--- src/rtl/smb_pkg.sv ---
package smb_pkg;
  typedef enum logic [2:0] {
    ST_IDLE,
    ST_ADDR,
    ST_OFFS,
    ST_WCNT,
    ST_WDAT,
    ST_RCNT,
    ST_RDAT
  } smb_st_e;
endpackage

--- src/rtl/smb_line_filter.sv ---
module smb_line_filter #(
  parameter int FILT_LEN = 3
) (
  input  logic clk,
  input  logic rst_n,
  input  logic din,
  output logic dout
);
  logic [1:0]          sync_q;
  logic [FILT_LEN-1:0] hist_q;
  logic                out_q, out_d;

  always_comb begin
    out_d = out_q;
    if (&hist_q)       out_d = 1'b1;
    else if (~|hist_q) out_d = 1'b0;
  end

  always_ff @(posedge clk or negedge rst_n) begin
    if (!rst_n) begin
      sync_q <= '1;
      hist_q <= '1;
      out_q  <= 1'b1;
    end else begin
      sync_q <= {sync_q[0], din};
      hist_q <= {hist_q[FILT_LEN-2:0], sync_q[1]};
      out_q  <= out_d;
    end
  end

  assign dout = out_q;

  // the filtered level only moves after a full run of agreeing samples
  p_filter_agree_r9: assert property (@(posedge clk) disable iff (!rst_n)
    (out_q != $past(out_q)) |-> ($past(&hist_q) || $past(~|hist_q)));
endmodule

--- src/rtl/smb_bus_cond.sv ---
module smb_bus_cond (
  input  logic clk,
  input  logic rst_n,
  input  logic scl_f,
  input  logic sda_f,
  output logic start_p,
  output logic stop_p,
  output logic scl_rise,
  output logic scl_fall
);
  logic scl_q, sda_q;

  always_ff @(posedge clk or negedge rst_n) begin
    if (!rst_n) begin
      scl_q <= 1'b1;
      sda_q <= 1'b1;
    end else begin
      scl_q <= scl_f;
      sda_q <= sda_f;
    end
  end

  assign start_p  = scl_f & scl_q & sda_q & ~sda_f;
  assign stop_p   = scl_f & scl_q & ~sda_q & sda_f;
  assign scl_rise = scl_f & ~scl_q;
  assign scl_fall = ~scl_f & scl_q;
endmodule

--- src/rtl/smb_xfer_engine.sv ---
module smb_xfer_engine
  import smb_pkg::*;
#(
  parameter int          NUM_REGS = 7,
  parameter logic [6:0]  SLV_ADDR = 7'h69,
  parameter int          PTR_W    = 8,
  parameter int          AW       = 3
) (
  input  logic          clk,
  input  logic          rst_n,
  input  logic          start_p,
  input  logic          stop_p,
  input  logic          scl_rise,
  input  logic          scl_fall,
  input  logic          scl_lvl,
  input  logic          sda_f,
  input  logic [7:0]    reg_rdata,
  output logic          sda_oe,
  output logic [AW-1:0] reg_addr,
  output logic [7:0]    reg_wdata,
  output logic          reg_we
);
  localparam logic [7:0]       WR_BYTE  = {SLV_ADDR, 1'b0};
  localparam logic [7:0]       RD_BYTE  = {SLV_ADDR, 1'b1};
  localparam logic [7:0]       CNT_BYTE = 8'(NUM_REGS);
  localparam logic [PTR_W-1:0] PTR_LIM  = PTR_W'(NUM_REGS);

  smb_st_e          st_q, st_d, aft_q, aft_d;
  logic [3:0]       cnt_q, cnt_d;
  logic [7:0]       shr_q, shr_d, txd_q, txd_d, left_q, left_d, wdat_q, wdat_d;
  logic [PTR_W-1:0] ptr_q, ptr_d;
  logic [AW-1:0]    addr_q, addr_d;
  logic             oe_q, oe_d, we_q, we_d;
  logic             is_tx, in_range, ack_c, load_c;
  logic [7:0]       load_v, rd_byte;

  assign is_tx    = (st_q == ST_RCNT) || (st_q == ST_RDAT);
  assign in_range = ptr_q < PTR_LIM;
  assign rd_byte  = in_range ? reg_rdata : 8'h00;

  always_comb begin
    st_d   = st_q;
    aft_d  = aft_q;
    cnt_d  = cnt_q;
    shr_d  = shr_q;
    txd_d  = txd_q;
    ptr_d  = ptr_q;
    left_d = left_q;
    oe_d   = oe_q;
    we_d   = 1'b0;
    wdat_d = wdat_q;
    addr_d = ptr_q[AW-1:0];
    ack_c  = 1'b0;
    load_c = 1'b0;
    load_v = 8'h00;
    if (start_p) begin
      st_d  = ST_ADDR;
      cnt_d = 4'd0;
      oe_d  = 1'b0;
    end else if (stop_p) begin
      st_d = ST_IDLE;
      oe_d = 1'b0;
    end else if (st_q != ST_IDLE) begin
      if (is_tx) begin
        if (scl_rise) begin
          if (cnt_q < 4'd8) cnt_d = cnt_q + 4'd1;
          else if (cnt_q == 4'd8) begin
            if (sda_f) begin
              st_d = ST_IDLE;
              oe_d = 1'b0;
            end else cnt_d = 4'd9;
          end
        end else if (scl_fall) begin
          if (cnt_q != 4'd0 && cnt_q < 4'd8) begin
            oe_d  = ~txd_q[7];
            txd_d = {txd_q[6:0], 1'b0};
          end else if (cnt_q == 4'd8) begin
            oe_d = 1'b0;
          end else if (cnt_q == 4'd9) begin
            st_d   = ST_RDAT;
            cnt_d  = 4'd0;
            load_c = 1'b1;
            load_v = rd_byte;
            ptr_d  = ptr_q + 1'b1;
          end
        end
      end else begin
        if (scl_rise && cnt_q < 4'd8) begin
          shr_d = {shr_q[6:0], sda_f};
          cnt_d = cnt_q + 4'd1;
        end else if (scl_fall && cnt_q == 4'd8) begin
          cnt_d = 4'd9;
          aft_d = ST_IDLE;
          case (st_q)
            ST_ADDR: begin
              if (shr_q == WR_BYTE) begin
                ack_c = 1'b1;
                aft_d = ST_OFFS;
              end else if (shr_q == RD_BYTE) begin
                ack_c = 1'b1;
                aft_d = ST_RCNT;
              end
            end
            ST_OFFS: begin
              ack_c = 1'b1;
              ptr_d = PTR_W'(shr_q);
              aft_d = ST_WCNT;
            end
            ST_WCNT: begin
              if (shr_q != 8'h00) begin
                ack_c  = 1'b1;
                left_d = shr_q;
                aft_d  = ST_WDAT;
              end
            end
            ST_WDAT: begin
              if (left_q != 8'h00) begin
                ack_c  = 1'b1;
                left_d = left_q - 8'd1;
                we_d   = in_range;
                wdat_d = shr_q;
                ptr_d  = ptr_q + 1'b1;
                aft_d  = ST_WDAT;
              end
            end
            default: aft_d = ST_IDLE;
          endcase
          oe_d = ack_c;
        end else if (scl_fall && cnt_q == 4'd9) begin
          st_d  = aft_q;
          cnt_d = 4'd0;
          oe_d  = 1'b0;
          if (aft_q == ST_RCNT) begin
            load_c = 1'b1;
            load_v = CNT_BYTE;
          end
        end
      end
    end
    if (load_c) begin
      oe_d  = ~load_v[7];
      txd_d = {load_v[6:0], 1'b0};
    end
  end

  always_ff @(posedge clk or negedge rst_n) begin
    if (!rst_n) begin
      st_q   <= ST_IDLE;
      aft_q  <= ST_IDLE;
      cnt_q  <= 4'd0;
      shr_q  <= 8'h00;
      txd_q  <= 8'h00;
      ptr_q  <= '0;
      left_q <= 8'h00;
      oe_q   <= 1'b0;
      we_q   <= 1'b0;
      wdat_q <= 8'h00;
      addr_q <= '0;
    end else begin
      st_q   <= st_d;
      aft_q  <= aft_d;
      cnt_q  <= cnt_d;
      shr_q  <= shr_d;
      txd_q  <= txd_d;
      ptr_q  <= ptr_d;
      left_q <= left_d;
      oe_q   <= oe_d;
      we_q   <= we_d;
      wdat_q <= wdat_d;
      addr_q <= addr_d;
    end
  end

  assign sda_oe    = oe_q;
  assign reg_we    = we_q;
  assign reg_wdata = wdat_q;
  assign reg_addr  = addr_q;

  // nothing is driven while the interface is idle
  p_idle_quiet_r6: assert property (@(posedge clk) disable iff (!rst_n)
    (st_q == ST_IDLE) |-> !oe_q);
  // the slave only starts pulling the line while the clock is low
  p_drive_low_clk_r5: assert property (@(posedge clk) disable iff (!rst_n)
    $rose(oe_q) |-> !scl_lvl);
  // each accepted data byte gives a single-cycle strobe
  p_we_pulse_r2: assert property (@(posedge clk) disable iff (!rst_n)
    we_q |=> !we_q);
  // strobes never reach a non-existent register
  p_we_range_r7: assert property (@(posedge clk) disable iff (!rst_n)
    we_q |-> (int'(addr_q) < NUM_REGS));
  // a START always re-arms address reception
  p_start_rearm_r1: assert property (@(posedge clk) disable iff (!rst_n)
    start_p |=> (st_q == ST_ADDR && cnt_q == 4'd0));
  // a zero count leaves the line released in its acknowledge slot
  p_zero_count_r3: assert property (@(posedge clk) disable iff (!rst_n)
    (st_q == ST_WCNT && scl_fall && cnt_q == 4'd8 && shr_q == 8'h00
     && !start_p && !stop_p) |=> !oe_q);
endmodule

--- src/rtl/cfg_smbus_slave.sv ---
module cfg_smbus_slave #(
  parameter int         NUM_REGS = 7,
  parameter logic [6:0] SLV_ADDR = 7'h69,
  parameter int         FILT_LEN = 3,
  parameter int         PTR_W    = 8,
  localparam int        AW       = $clog2(NUM_REGS)
) (
  input  logic          clk,
  input  logic          rst_n,
  input  logic          scl_i,
  input  logic          sda_i,
  output logic          sda_oe,
  output logic [AW-1:0] reg_addr,
  output logic [7:0]    reg_wdata,
  output logic          reg_we,
  input  logic [7:0]    reg_rdata
);
  logic [1:0] rs_q;
  logic       rst_s;
  logic [1:0] line_raw, line_flt;
  logic       start_p, stop_p, scl_rise, scl_fall;

  always_ff @(posedge clk or negedge rst_n) begin
    if (!rst_n) rs_q <= 2'b00;
    else        rs_q <= {rs_q[0], 1'b1};
  end
  assign rst_s = rs_q[1];

  assign line_raw = {sda_i, scl_i};

  for (genvar g = 0; g < 2; g++) begin : g_line
    smb_line_filter #(.FILT_LEN(FILT_LEN)) u_flt (
      .clk  (clk),
      .rst_n(rst_s),
      .din  (line_raw[g]),
      .dout (line_flt[g])
    );
  end

  smb_bus_cond u_cond (
    .clk     (clk),
    .rst_n   (rst_s),
    .scl_f   (line_flt[0]),
    .sda_f   (line_flt[1]),
    .start_p (start_p),
    .stop_p  (stop_p),
    .scl_rise(scl_rise),
    .scl_fall(scl_fall)
  );

  smb_xfer_engine #(
    .NUM_REGS(NUM_REGS),
    .SLV_ADDR(SLV_ADDR),
    .PTR_W   (PTR_W),
    .AW      (AW)
  ) u_eng (
    .clk      (clk),
    .rst_n    (rst_s),
    .start_p  (start_p),
    .stop_p   (stop_p),
    .scl_rise (scl_rise),
    .scl_fall (scl_fall),
    .scl_lvl  (line_flt[0]),
    .sda_f    (line_flt[1]),
    .reg_rdata(reg_rdata),
    .sda_oe   (sda_oe),
    .reg_addr (reg_addr),
    .reg_wdata(reg_wdata),
    .reg_we   (reg_we)
  );
endmodule

--- config.mk ---
export PLATFORM = sky130hd
export DESIGN_NAME = cfg_smbus_slave
export DESIGN_NICKNAME = d
export VERILOG_FILES = /design/src/rtl/smb_pkg.sv /design/src/rtl/smb_line_filter.sv /design/src/rtl/smb_bus_cond.sv /design/src/rtl/smb_xfer_engine.sv /design/src/rtl/cfg_smbus_slave.sv
export SDC_FILE = /design/constraint.sdc
export NUM_CORES = 1
export LEC_CHECK = 0
export ABC_AREA = 1
export BUFFER_PORTS_ARGS = -buffer_cell sky130_fd_sc_hd__buf_4
export CAP_MARGIN = 10
export CORE_MARGIN = 2
export CORE_UTILIZATION = 60
export CTS_CLUSTER_DIAMETER = 40
export DETAILED_ROUTE_END_ITERATION = 8
export PLACE_DENSITY = 0.83
export SYNTH_ARGS = -nofsm -noshare
export SYNTH_HDL_FRONTEND = slang
export SYNTH_SLANG_ARGS = --single-unit
--- constraint.sdc ---
create_clock -name clk -period 3.2 [get_ports clk]
set_input_delay 0.32 -clock clk [delete_from_list [all_inputs] [get_ports clk]]
set_output_delay 0.32 -clock clk [all_outputs]
set_load 0.02 [all_outputs]
# After elaboration in Yosys (flattened, before gate mapping)
# Cells that the tools add are included.
# word_totals
register_bits	71
input_bits	12
# op_classes
addsub	3
order_cmp	2
eq_ne	47
n_mux	115
bitwise	17
reduce_logical	35
# op_table
cell	count
8-bit two-way mux	32
3-bit two-way mux	20
4-bit two-way mux	15
1-bit two-way mux	44
8-bit case mux with 2 select lines	2
4-bit by 3-bit != test with 1-bit output (second input constant)	5
5-bit by 4-bit != test with 1-bit output (second input constant)	4
5-bit != test (second input constant)	4
6-bit != test (second input constant)	3
9-bit AND reduction	2
8-bit equality test (second input constant)	2
2-bit by 1-bit != test with 1-bit output (second input constant)	8
8-bit AND reduction	2
8-bit nonzero test	2
2-bit nonzero test	7
3-bit equality test (second input constant)	4
2-bit != test (second input constant)	6
3-bit case mux with 4 select lines	1
12-bit AND reduction	1
4-bit nonzero test	3
11-bit AND reduction	1
5-bit by 3-bit != test with 1-bit output (second input constant)	2
1-bit NOT	10
3-bit nonzero test	3
23 further kinds	36

# Logic depth before layout (Yosys ltp)
# depth
word_depth	13
ltp_mapped	15
mapped_depth_nobuf	15

# By module
# A second synthesis with hierarchy kept.
# hier_totals
cells_unflattened	485
area_unflattened_um2	3747.3
# by_module_without_submodules
module	instances	cells_per_inst	area_each_um2
smb_xfer_engine	1	441	3221.8
smb_line_filter	2	14	188.9
smb_bus_cond	1	13	93.8
cfg_smbus_slave	1	3	53.8

# Worst setup path before layout
# OpenSTA, ideal clock, no wires.
# synth_timing
kind	register to register
from	register u_cond.scl_q
to	register u_eng.txd_q[4]
setup_time_ns	0.117
t_arrival_ns	1.812
required_time_ns	3.083
setup_slack_ns	1.270
path_stages_with_launch	12
period_less_slack_ns	1.930
path_cell_list	dfstp_2 > inv_1 > ha_1 > inv_2 > nand3b_1 > o21ai_1 > nand4_2 > buf_4 > inv_2 > o21ai_0 > nand3_1 > nand2_1
# synth_via
elab_chain_cells	11
# synth_rtl
element	line	source
start, declared	smb_bus_cond.sv:11	logic scl_q, sda_q;
start signal, assigned	smb_bus_cond.sv:18	scl_q <= scl_f;
1-bit AND	smb_bus_cond.sv:26	assign scl_fall = ~scl_f & scl_q;
1-bit logical AND	smb_xfer_engine.sv:129	end else if (scl_fall && cnt_q == 4'd9) begin
1-bit two-way mux	smb_xfer_engine.sv:129	
1-bit two-way mux	smb_xfer_engine.sv:91	end else if (scl_fall && cnt_q == 4'd8) begin
1-bit two-way mux	smb_xfer_engine.sv:88	if (scl_rise && cnt_q < 4'd8) begin
1-bit two-way mux	smb_xfer_engine.sv:64	if (is_tx) begin
1-bit two-way mux	smb_xfer_engine.sv:63	end else if (st_q != ST_IDLE) begin
1-bit two-way mux	smb_xfer_engine.sv:60	end else if (stop_p) begin
1-bit two-way mux	smb_xfer_engine.sv:56	if (start_p) begin
2-bit != test (no source line) (tied with other cells)	-	
7-bit AND reduction (no source line)	-	
end signal, assigned	smb_xfer_engine.sv:164	txd_q <= txd_d;
end, declared	smb_xfer_engine.sv:30	logic [7:0] shr_q, shr_d, txd_q, txd_d, left_q, left_d, wdat_q, wdat_d;
# Several ways; a longest one is shown, not always the timed one.
# A chain may end at the register's enable or synchronous reset.

# Worst setup path in the final report
# layout_timing
from	register u_cond.scl_q
to	register u_eng.txd_q[2]
# Same word-level chain as after synthesis.

==> impl_metrics.py <==
metrics = {
    "power": {
        "vdd_drop_max_v": 0.000377,
        "powerDensity_nw_per_um2": 466,
        "p_leak_uw": 0.00212,
    },
    "worst_setup_path": {
        "ff2ff_path_depth": 10,
        "reg2reg_slack_ns": 0.94,
        "critPathLaunchType": "flop",
        "worstReg2RegEnd": "u_eng.txd_q[2]",
        "cp.arrival_ns": 2.50,
        "cp.required_ns": 3.45,
        "crit_fanout": 11,
        "regToRegStartpoint": "u_cond.scl_q",
        "cp-end-kind": "flop",
        "critical_path_class": "flop to flop",
    },
    "layout": {
        "layout_common_cells": "137 x nand2_1, 55 x dfrtp_1, 49 x nor2_1, 45 x inv_1, 38 x o21ai_0",
        "drive_gt1_frac": 0.198,
        "antennaDiodeCount": 0,
        "fin_nets": 535,
        "fin_util": 0.686,
        "area_growth_pct": 12.1,
        "final_common_cell": "nand2_1",
        "final_cell_area_um2": 4310,
    },
    "floorplan": {
        "start_util": 0.613,
        "rows": 29,
        "die_area_um2": 7060,
        "coreArea_um2": 6280,
        "die_w_um": 84.1,
        "dieHeight_um": 84.1,
        "pin_count": 25,
    },
    "logic_synthesis": {
        "synth-compound-area-share": 0.124,
        "synthSimpleGateAreaFrac": 0.302,
        "ys_warn_count": 0,
        "avgSynthCellArea_um2": 7.96,
        "ys_types": 41,
        "seq_area_frac_synth": 0.460,
        "yosys.area_share.xor_xnor": 0.00911,
        "ys.flop_type": "dfrtp_1",
        "synth-edff-count": 0,
        "synth.area.mux_share": 0,
        "syn_area_um2": 3840,
        "synth_area_leader_cell": "dfrtp_1",
        "synth_cells": 483,
        "synthArstFlopShare": 1.00,
        "netlist.area_leader.share": 0.364,
        "synth_fa_ha_area_frac": 0.0293,
        "synth.area.top_cells": "dfrtp_1 36%, nand2_1 13%, dfstp_2 9.6%",
        "syn_nets": 504,
        "synth_top_family_by_area": "simple AND/OR/NAND/NOR gates",
        "synth_seq_cells": 70,
    },
    "timing": {
        "worstMarginPinSlew_ns": 0.774,
        "finalCritPeriodShare": 0.705,
        "grt_setup_unrepaired": "false",
        "slew_violations": 0,
        "tns_ns": 0,
        "slew_headroom": 0.484,
        "final_hold_viol_count": 0,
        "max_freq_ghz": 0.443,
        "setup_viol": 0,
        "period_minus_slack_ns": 2.26,
        "clock-skew-final_ns": 0.0126,
    },
    "grt": {
        "overflow": 0,
        "grt_max_degree": 37,
        "track_usage": 0.241,
        "antenna_found_initial": 0,
        "grt_pass1_wl_mm": 13.7,
        "grt_pass1_vias": 3100,
    },
    "detailed_routing": {
        "vias": 3322,
        "drc_errors": 0,
        "met2_length_mm": 3.82,
        "via_per_inst": 5.57,
        "drt_iter0_drc": 285,
        "drt_pass1_iterations": 5,
        "antenna_left": 0,
        "wire_per_inst_um": 13.4,
        "routed.top_layer": "met4",
        "wl_mm": 8.00,
        "met1_length_mm": 3.54,
        "met3_length_um": 506,
    },
    "placed_design": {
        "portBuffers": 24,
        "dp_hpwl_mm": 5.92,
        "place.gp.congestion": 0.938,
        "placed_area_um2": 4090,
    },
    "worst_hold_path": {
        "hold_path.class": "primary input to flop",
        "hold_end": "g_line[0].u_flt.sync_q[0]",
        "hold_depth": 1,
        "hp-start": "scl_i",
    },
    "job": {
        "maxCapViolCount": 0,
    },
    "cts": {
        "cts_tree": "done",
        "h-tree-depth": 3,
        "clk_pin_slew_ns": 0.08,
        "cts_resized": 0,
        "cts_max_path_buffers": 2,
        "cts_buffers": 9,
        "clkSinkCount": 70,
        "cts_root_buf": "clkbuf_8",
        "insertion_delay_ns": 0.35,
    },
    "outcome": {
        "status": "finished, final reports clean",
    },
}
per-layer routing:
layer	vias up	global-route usage
li1	1625	-
met1	1550	0.333
met2	133	0.382
met3	14	0.0406
met4	0	0.0880
met5	-	0
logic make-up after synthesis:
family | Yosys count
XOR/XNOR | 4
adder cells (fa/ha/maj) | 9
buffers and inverters | 66
other | 1
AO/OA/AOI/OAI | 82
flip-flops | 70
AND/OR/NAND/NOR | 251
sequential cells by signal, summed over array words and instances (netlist names), 2 cells and up:
signal and cells:
u_eng.left_q 8, u_eng.ptr_q 8, u_eng.reg_wdata 8, u_eng.shr_q 8, u_eng.txd_q 7, g_line.u_flt.hist_q 6, g_line.u_flt.sync_q 4, u_eng.cnt_q 4
u_eng.aft_q 3, u_eng.reg_addr 3, u_eng.st_q 3, g_line.u_flt.dout 2, rs_q 2
worst max-delay path, stage by stage (launching register included):
cell and delay (ns):
dfstp_2 0.55, inv_1 0.04, ha_1 0.31, inv_2 0.14
nand3b_1 0.08, o21ai_1 0.20, nand4_2 0.30, a21oi_4 0.33
inv_2 0.10, nand2_1 0.06, nand2_1 0.05
cell usage after synthesis, drive strengths merged (2+ instances only):
master and count:
nand2 145, dfrtp 56, buf 6, o21ai 56
nand3b 2, o22ai 2, nand4 8, inv 56
ha 9, a22oi 2, o211ai 4, nand3 26
or2 2, a31oi 4, dfstp 14, nor2 55
nor3 13, a21oi 13, xor2 4, clkinv 3
layout make-up:
type                       instances  area [um^2]
fill                             500         1970
multi-input combinational        347         1790
sequential                        70         1770
inverter                          59          240
timing repair buffer              27          205
clock buffer                      11          153
tap                               77         96.3
clock inverter                     5         56.3
worst max path at each step:
stage                 startpoint        endpoint  slack (ns)  depth (start not counted)
detailed placement  u_cond.scl_q  u_eng.txd_q[5]        0.95                         10
global route        u_cond.scl_q  u_eng.txd_q[2]        0.75                         10
global placement    u_cond.scl_q  u_eng.txd_q[7]        1.06                         10
CTS                 u_cond.scl_q  u_eng.txd_q[5]        0.95                         10
floorplan                rs_q[1]  u_eng.aft_q[0]        1.13                          0
finish              u_cond.scl_q  u_eng.txd_q[2]        0.94                         10
stage by stage:
stage               hold slack, ns  cells  worst slack [ns]  total power, uW
detailed placement           0.103    579             0.950             1270
CTS                         0.0754    596             0.947             2010
finish                      0.0809    596             0.945             2010
floorplan                   0.0244    483              1.13             1200
global placement             0.102    579              1.06             1270
global route                0.0669    596             0.750             2100
power breakdown:
| part | switching [uW] | internal [uW] | leakage [uW] |
|---|---|---|---|
| Sequential | 53.2 | 928 | 0.000912 |
| Combinational | 186 | 96.0 | 0.00110 |
| Clock | 340 | 406 | 0.000104 |
| Total | 579 | 1430 | 0.00212 |
what timing repair did:
| item | in CTS | in global routing |
|---|---|---|
| hold endpoints to repair | 2 | 0 |
| hold buffers | 1 | 0 |
| buffers inserted | 0 | 0 |
Note: power is estimated with default switching activity, not from simulation.
